==> src/rtl/dma_csr_pkg.sv <==
package dma_csr_pkg;
    localparam int DW      = 32;
    localparam int NUM_EVT = 12;

    localparam int W_BUS  = 0;
    localparam int W_TXP  = 1;
    localparam int W_RXP  = 2;
    localparam int W_STAT = 3;
    localparam int W_OP   = 4;
    localparam int W_IEN  = 5;

    localparam int OP_TXRUN = 0;
    localparam int OP_RXRUN = 1;
    localparam int OP_FLUSH = 2;

    localparam int S_NSUM  = 12;
    localparam int S_ASUM  = 13;
    localparam int S_RXST  = 17;
    localparam int S_TXST  = 20;
    localparam int IEN_W   = NUM_EVT + 2;

    localparam logic [NUM_EVT-1:0] NORM_MASK = 12'h007;
    localparam logic [NUM_EVT-1:0] ABN_MASK  = 12'hFF8;
endpackage

==> src/rtl/dma_csr_sclr.sv <==
module dma_csr_sclr #(
    parameter int CYCLES = 8
) (
    input  logic clk,
    input  logic rst_n,
    input  logic start_i,
    input  logic clr_i,
    output logic busy_o
);
    localparam int CW = $clog2(CYCLES + 1);

    typedef struct packed {
        logic          busy;
        logic [CW-1:0] cnt;
    } st_t;

    st_t s_d, s_q;

    always_comb begin
        s_d = s_q;
        if (clr_i) begin
            s_d = '0;
        end else if (s_q.busy) begin
            if (s_q.cnt == '0) s_d.busy = 1'b0;
            else               s_d.cnt  = s_q.cnt - 1'b1;
        end else if (start_i) begin
            s_d.busy = 1'b1;
            s_d.cnt  = CW'(CYCLES - 1);
        end
    end

    always_ff @(posedge clk or negedge rst_n) begin
        if (!rst_n) s_q <= '0;
        else        s_q <= s_d;
    end

    assign busy_o = s_q.busy;

    // the command bit only drops once the full count has elapsed
    p_selfclear_done_r2: assert property (@(posedge clk) disable iff (!rst_n)
        $fell(s_q.busy) |-> ($past(s_q.cnt) == '0 || $past(clr_i)));
    // nothing but the count or a clear ends the busy window
    p_selfclear_hold_r5: assert property (@(posedge clk) disable iff (!rst_n)
        (s_q.busy && s_q.cnt != '0 && !clr_i) |=> s_q.busy);
endmodule

==> src/rtl/dma_csr_cmd.sv <==
module dma_csr_cmd
    import dma_csr_pkg::*;
#(
    parameter int FLUSH_CYCLES = 5
) (
    input  logic       clk,
    input  logic       rst_n,
    input  logic       clr_i,
    input  logic       wr_op_i,
    input  logic       wr_txp_i,
    input  logic       wr_rxp_i,
    input  logic [2:0] op_wdata_i,
    output logic       tx_run_o,
    output logic       rx_run_o,
    output logic       flush_o,
    output logic       tx_poll_o,
    output logic       rx_poll_o
);
    typedef struct packed {
        logic tx_run;
        logic rx_run;
        logic tx_poll;
        logic rx_poll;
    } cmd_t;

    cmd_t c_d, c_q;
    logic flush_start;

    always_comb begin
        c_d         = c_q;
        c_d.tx_poll = wr_txp_i;
        c_d.rx_poll = wr_rxp_i;
        if (clr_i) begin
            c_d = '0;
        end else if (wr_op_i) begin
            c_d.tx_run = op_wdata_i[OP_TXRUN];
            c_d.rx_run = op_wdata_i[OP_RXRUN];
        end
    end

    always_ff @(posedge clk or negedge rst_n) begin
        if (!rst_n) c_q <= '0;
        else        c_q <= c_d;
    end

    assign flush_start = wr_op_i && op_wdata_i[OP_FLUSH];

    dma_csr_sclr #(.CYCLES(FLUSH_CYCLES)) u_flush (
        .clk     (clk),
        .rst_n   (rst_n),
        .start_i (flush_start),
        .clr_i   (clr_i),
        .busy_o  (flush_o)
    );

    assign tx_run_o  = c_q.tx_run;
    assign rx_run_o  = c_q.rx_run;
    assign tx_poll_o = c_q.tx_poll;
    assign rx_poll_o = c_q.rx_poll;

    // a run bit changes only through an operation write or a reset clear
    p_run_stable_r4: assert property (@(posedge clk) disable iff (!rst_n)
        (!wr_op_i && !clr_i) |=> $stable(tx_run_o) && $stable(rx_run_o));
endmodule

==> src/rtl/dma_csr_status.sv <==
module dma_csr_status
    import dma_csr_pkg::*;
(
    input  logic               clk,
    input  logic               rst_n,
    input  logic               clr_i,
    input  logic [NUM_EVT-1:0] evt_i,
    input  logic               w1c_i,
    input  logic               wr_ien_i,
    input  logic [IEN_W-1:0]   wdata_i,
    output logic [NUM_EVT-1:0] ev_o,
    output logic               nsum_o,
    output logic               asum_o,
    output logic [IEN_W-1:0]   ien_o,
    output logic               irq_o
);
    typedef struct packed {
        logic [NUM_EVT-1:0] ev;
        logic [IEN_W-1:0]   ien;
        logic               nsum;
        logic               asum;
        logic               ngrp;
        logic               agrp;
    } stat_t;

    stat_t s_d, s_q;
    logic [NUM_EVT-1:0] clr_mask, en_ev, new_ev;

    always_comb begin
        s_d      = s_q;
        clr_mask = w1c_i ? wdata_i[NUM_EVT-1:0] : '0;
        if (wr_ien_i) s_d.ien = wdata_i;
        s_d.ev   = (s_q.ev & ~clr_mask) | evt_i;
        en_ev    = s_d.ev & s_d.ien[NUM_EVT-1:0];
        new_ev   = evt_i & s_d.ien[NUM_EVT-1:0];
        s_d.ngrp = |(en_ev & NORM_MASK);
        s_d.agrp = |(en_ev & ABN_MASK);
        s_d.nsum = s_d.ngrp && (|(new_ev & NORM_MASK) || !s_q.ngrp
                   || (s_q.nsum && !(w1c_i && wdata_i[S_NSUM])));
        s_d.asum = s_d.agrp && (|(new_ev & ABN_MASK) || !s_q.agrp
                   || (s_q.asum && !(w1c_i && wdata_i[S_ASUM])));
        if (clr_i) s_d = '0;
    end

    always_ff @(posedge clk or negedge rst_n) begin
        if (!rst_n) s_q <= '0;
        else        s_q <= s_d;
    end

    assign ev_o   = s_q.ev;
    assign nsum_o = s_q.nsum;
    assign asum_o = s_q.asum;
    assign ien_o  = s_q.ien;
    assign irq_o  = (s_q.nsum && s_q.ien[S_NSUM]) || (s_q.asum && s_q.ien[S_ASUM]);

    // an event pulse is never lost, even against a same-cycle clear
    p_evt_capture_r7: assert property (@(posedge clk) disable iff (!rst_n)
        !clr_i |=> ((ev_o & $past(evt_i)) == $past(evt_i)));
    // an abnormal summary is always backed by an enabled abnormal event
    p_asum_backed_r8: assert property (@(posedge clk) disable iff (!rst_n)
        asum_o |-> |(ev_o & ien_o[NUM_EVT-1:0] & ABN_MASK));
    // the interrupt needs at least one set and enabled event
    p_irq_source_r9: assert property (@(posedge clk) disable iff (!rst_n)
        irq_o |-> |(ev_o & ien_o[NUM_EVT-1:0]));
    // after a reset clear, events and enables are empty
    p_clear_empty_r2: assert property (@(posedge clk) disable iff (!rst_n)
        $past(clr_i) |-> (ev_o == '0 && ien_o == '0 && !nsum_o && !asum_o));
endmodule

==> src/rtl/dma_chan_csr.sv <==
module dma_chan_csr
    import dma_csr_pkg::*;
#(
    parameter int ADDR_W       = 3,
    parameter int RST_CYCLES   = 8,
    parameter int FLUSH_CYCLES = 5
) (
    input  logic               clk,
    input  logic               rst_n,
    input  logic               wr_en,
    input  logic [ADDR_W-1:0]  addr,
    input  logic [DW-1:0]      wr_data,
    output logic [DW-1:0]      rd_data,
    input  logic [NUM_EVT-1:0] evt_i,
    input  logic [2:0]         tx_state_i,
    input  logic [2:0]         rx_state_i,
    output logic               tx_run_o,
    output logic               rx_run_o,
    output logic               tx_flush_o,
    output logic               soft_reset_o,
    output logic               tx_poll_o,
    output logic               rx_poll_o,
    output logic               irq_o
);
    logic               we, rst_start, sw_clr;
    logic [NUM_EVT-1:0] ev;
    logic [IEN_W-1:0]   ien;
    logic               nsum, asum;
    logic               unused_wbits;

    assign we        = wr_en && !soft_reset_o;
    assign rst_start = we && (addr == ADDR_W'(W_BUS)) && wr_data[0];
    assign sw_clr    = rst_start || soft_reset_o;
    assign unused_wbits = ^wr_data[DW-1:IEN_W];

    dma_csr_sclr #(.CYCLES(RST_CYCLES)) u_swrst (
        .clk     (clk),
        .rst_n   (rst_n),
        .start_i (rst_start),
        .clr_i   (1'b0),
        .busy_o  (soft_reset_o)
    );

    dma_csr_cmd #(.FLUSH_CYCLES(FLUSH_CYCLES)) u_cmd (
        .clk        (clk),
        .rst_n      (rst_n),
        .clr_i      (sw_clr),
        .wr_op_i    (we && addr == ADDR_W'(W_OP)),
        .wr_txp_i   (we && addr == ADDR_W'(W_TXP)),
        .wr_rxp_i   (we && addr == ADDR_W'(W_RXP)),
        .op_wdata_i (wr_data[2:0]),
        .tx_run_o   (tx_run_o),
        .rx_run_o   (rx_run_o),
        .flush_o    (tx_flush_o),
        .tx_poll_o  (tx_poll_o),
        .rx_poll_o  (rx_poll_o)
    );

    dma_csr_status u_stat (
        .clk      (clk),
        .rst_n    (rst_n),
        .clr_i    (sw_clr),
        .evt_i    (evt_i),
        .w1c_i    (we && addr == ADDR_W'(W_STAT)),
        .wr_ien_i (we && addr == ADDR_W'(W_IEN)),
        .wdata_i  (wr_data[IEN_W-1:0]),
        .ev_o     (ev),
        .nsum_o   (nsum),
        .asum_o   (asum),
        .ien_o    (ien),
        .irq_o    (irq_o)
    );

    always_comb begin
        rd_data = '0;
        unique case (int'(addr))
            W_BUS:  rd_data[0] = soft_reset_o;
            W_STAT: begin
                rd_data[NUM_EVT-1:0]     = ev;
                rd_data[S_NSUM]          = nsum;
                rd_data[S_ASUM]          = asum;
                rd_data[S_RXST +: 3]     = rx_state_i;
                rd_data[S_TXST +: 3]     = tx_state_i;
            end
            W_OP: begin
                rd_data[OP_TXRUN] = tx_run_o;
                rd_data[OP_RXRUN] = rx_run_o;
                rd_data[OP_FLUSH] = tx_flush_o;
            end
            W_IEN:  rd_data[IEN_W-1:0] = ien;
            default: rd_data = '0;
        endcase
    end

    // a poll pulse is always the echo of an accepted poll write
    p_txpoll_src_r6: assert property (@(posedge clk) disable iff (!rst_n)
        tx_poll_o |-> $past(wr_en && !soft_reset_o && addr == ADDR_W'(W_TXP)));
    p_rxpoll_src_r6: assert property (@(posedge clk) disable iff (!rst_n)
        rx_poll_o |-> $past(wr_en && !soft_reset_o && addr == ADDR_W'(W_RXP)));
    // nothing runs while the software reset is in progress
    p_quiet_in_reset_r3: assert property (@(posedge clk) disable iff (!rst_n)
        soft_reset_o |-> !tx_run_o && !rx_run_o && !irq_o);
endmodule

==> config.mk <==
export PLATFORM = sky130hd
export DESIGN_NAME = dma_chan_csr
export DESIGN_NICKNAME = d
export VERILOG_FILES = /design/src/rtl/dma_csr_pkg.sv /design/src/rtl/dma_csr_sclr.sv /design/src/rtl/dma_csr_cmd.sv /design/src/rtl/dma_csr_status.sv /design/src/rtl/dma_chan_csr.sv
export SDC_FILE = /design/constraint.sdc
export NUM_CORES = 1
export LEC_CHECK = 0
export BUFFER_PORTS_ARGS = -buffer_cell sky130_fd_sc_hd__buf_2
export CAP_MARGIN = 10
export CORE_MARGIN = 3
export CORE_UTILIZATION = 30
export CTS_BUF_LIST = sky130_fd_sc_hd__clkbuf_8
export DETAILED_ROUTE_END_ITERATION = 16
export SYNTH_ARGS = -nofsm -noshare
export SYNTH_HDL_FRONTEND = slang
export SYNTH_SLANG_ARGS = --single-unit
==> constraint.sdc <==
create_clock -name clk -period 2.2 [get_ports clk]
set_input_delay 0.11 -clock clk [delete_from_list [all_inputs] [get_ports clk]]
set_output_delay 0.11 -clock clk [all_outputs]
set_load 0.01 [all_outputs]
==> impl_metrics.yaml <==
setup_path:
  cpLargestDelayFamily: "simple AND/OR/NAND/NOR gates"
  slowest_stage: "or4_4"
  cpPeakStageDelay_ps: 500
  crit_arrival_ps: 2320
  crit_fanout: 10
  cp_data_required_time_ps: 2360
  cp-end-kind: "flop"
  path_class: "reg -> reg"
  cp.buffers_inverters: 1
  cp_cell_sequence: "nand3b_1, nor2_2, buf_12, mux2i_2, o22ai_1, or4_4, nor3b_1"
  critPathLaunchType: "flop"
placed_design:
  dp_hpwl_mm: 4.99
  port_buffers: 64
  numPlacedInstances: 442
  gp_congestion: 0.804
sta:
  fin_crit_sh: 0.980
  setup_tns_ps: 0
  final.min_clock_period_ps: 2160
  worst_pin_slew_ps: 563
  fmax_mhz: 464
  hold_violations: 0
  relSlewSlack: 0.625
  slew_violations: 0
  clock-skew-final_ps: 7.44
  rsz0062_at_grt: "yes"
  finalSetupViolCount: 0
synth:
  synthesis.area_um2: 2470
  synth_edf_count: 0
  netlist-cell-type-count: 47
  yosysMostFrequentCell: "dfrtp_1"
  yosys.area.top_type: "dfrtp_1"
  ys.flop_type: "dfrtp_1"
  synth_area_leaders: "dfrtp_1, mux2i_1, nor2_1"
  synth_xor_area_frac: 0.0106
  synth_seq_area_share: 0.435
  yosysWarnings: 0
  ys_ff_latch: 43
  synthSimpleGateAreaFrac: 0.208
  synthTopCellsByCount: "dfrtp_1, nor2_1, inv_1, nand3_1, nor2b_1"
  synth_top_area_share: 0.435
  synthCells: 271
  async_flop_share: 1.00
  synth_top_family_by_area: "simple AND/OR/NAND/NOR gates"
  syn_avg_cell_area_um2: 9.12
  synthAdderAreaFrac: 0.0202
  synthMuxAreaShare: 0.0703
  synth_compound_area_frac: 0.155
clocking:
  root_buffer: "clkbuf_8"
  cts_tree: "yes"
  htreeDepth: 2
  cts_buffer_depth: 2
  numCtsBuffers: 5
  cts.sinks: 43
  worstSkewPairLatency_ps: 290
  clkTransAtPathRegs_ps: 90
power:
  total_power_mw: 2.91
  power_density_nw_per_um2: 905
  ir_drop_mv: 0.547
  p_leak_nw: 1.60
detailed_routing:
  wl_per_cell_um: 14.6
  firstDrtPassIters: 4
  vias_per_cell: 4.78
  routed_wl_mm: 6.67
  routed-via-count: 2183
  ant_nets: 0
  drc: 0
  drtIter0Drc: 116
cells_and_area:
  final_core_util: 0.409
  instances_no_fill: 457
  nFillCells: 833
  drive_gt1_frac: 0.324
  nets: 414
  synthToLayoutAreaGrowth_pct: 29.9
  antenna_cells: 0
min_path:
  hp-class: "in -> reg"
floorplan:
  die_x_um: 96.8
  start_util: 0.315
  ios: 95
  die_area_um2: 9370
  die_h_um: 96.8
  core_um2: 7850
  row_count: 32
grt:
  grt_overflow: 0
  grt_pass1_vias: 2237
  antenna_found_initial: 0
  grt_max_degree: 30
  grt_pass1_wl_mm: 11.0
  grt_usage: 0.142
status:
  status: "complete, no violations"
flow_run:
  maxCapViolations: 0
-- cell type report --
class | count | area (um2) | share of cell area
multi-input cells | 196 | 1270 | 0.395
inverters | 16 | 60.1 | 0.0187
flip-flops and latches | 43 | 1080 | 0.335
clock buffers | 5 | 68.8 | 0.0214
repair buffers | 92 | 546 | 0.170
well taps | 102 | 128 | 0.0397
clock inverters | 3 | 63.8 | 0.0199
-- layout by cell type, fill, tap and decap left out, types with 5 or more instances in the layout --
cell type and instances:
clkbuf_8 5, a21oi_1 13, buf_4 26, mux2i_1 10
a22o_1 5, nor2b_1 14, and3_1 7, nand2_1 13
buf_2 64, dfrtp_1 43, nand3_1 15, inv_1 17
o22ai_1 5, nor2_1 37, a22oi_1 11, conb_1 12
-- registers in the layout, indices dropped and copies added (netlist names) --
| register | flops |
|---|---|
| u_cmd.rx_poll_o | 1 |
| u_cmd.rx_run_o | 1 |
| u_cmd.tx_poll_o | 1 |
| u_cmd.tx_run_o | 1 |
| u_cmd.u_flush.busy_o | 1 |
| u_cmd.u_flush.s_q | 3 |
| u_stat.asum_o | 1 |
| u_stat.ev_o | 12 |
| u_stat.ien_o | 14 |
| u_stat.nsum_o | 1 |
| u_stat.s_q | 2 |
| u_swrst.busy_o | 1 |
| u_swrst.s_q | 4 |
-- metal layers --
metal,vias up,global-route usage,share of wire
met5,-,0,0
met4,0,0.0367,0.012
met3,7,0.0267,0.045
met2,63,0.233,0.46
met1,1030,0.194,0.48
li1,1083,-,-
-- cell families (layout without fill, tap and decap cells) --
| logic type | count (synthesis) | count (layout) |
|---|---|---|
| adders and majority gates | 4 | 4 |
| buffers and inverters | 44 | 116 |
| xor gates and xnor gates | 3 | 3 |
| DFF | 43 | 43 |
| other | 1 | 12 |
| and+or+nand+nor | 104 | 105 |
| AOI/OAI and AO/OA | 55 | 55 |
| muxes | 17 | 17 |
-- power by group --
| part | leakage, nW | switching [mW] | internal (mW) |
|---|---|---|---|
| combinational | 0.981 | 0.543 | 0.465 |
| clock | 0.0695 | 0.269 | 0.449 |
| sequential | 0.552 | 0.149 | 1.03 |
| total | 1.60 | 0.961 | 1.95 |
-- worst paths after layout --
kind	start	end	slack [ps]	depth (start not counted)
worst max-delay path	u_swrst.busy_o$_DFF_PN0_	u_stat.asum_o$_DFF_PN0_	40	7
worst min-delay path	addr[1]	u_cmd.tx_poll_o$_DFF_PN0_	50	2
worst max register to register	u_swrst.busy_o$_DFF_PN0_	u_stat.asum_o$_DFF_PN0_	40	7
worst min register to register	u_cmd.u_flush.s_q[1]$_DFFE_PN0P_	u_cmd.u_flush.s_q[1]$_DFFE_PN0P_	520	2
max in group asynchronous	rst_n	u_swrst.s_q[3]$_DFFE_PN0P_	1280	3
min in group asynchronous	rst_n	u_cmd.rx_poll_o$_DFF_PN0_	340	2
-- what timing repair did --
item | 4_1_cts | 5_1_grt
resized for setup | 2 | 10
pin swaps | 0 | 1
setup buffers | 0 | 5
cloned | 0 | 1
endpoints found under the hold margin | 23 | 0
endpoints found under the setup margin | 2 | 2
hold buffers | 1 | 0
-- worst reg2reg max path, stage by stage, from the launching register on --
cell and delay (ps):
dfrtp_1 410, nand3b_1 190, nor2_2 170, buf_12 170, mux2i_2 290, o22ai_1 130, or4_4 500, nor3b_1 160
-- per-stage QoR --
stage	setup WS, ps	instance area, um2	hold WS, ps
2_1_floorplan	24.0	2510	-186
3_3_place_gp	26.0	2960	132
3_5_place_dp	15.5	2960	135
5_1_grt	-44.8	3210	50.1
6_report	44.7	3210	54.9
4_1_cts	6.51	3110	48.1
Note: power is estimated with default switching activity, not from simulation.
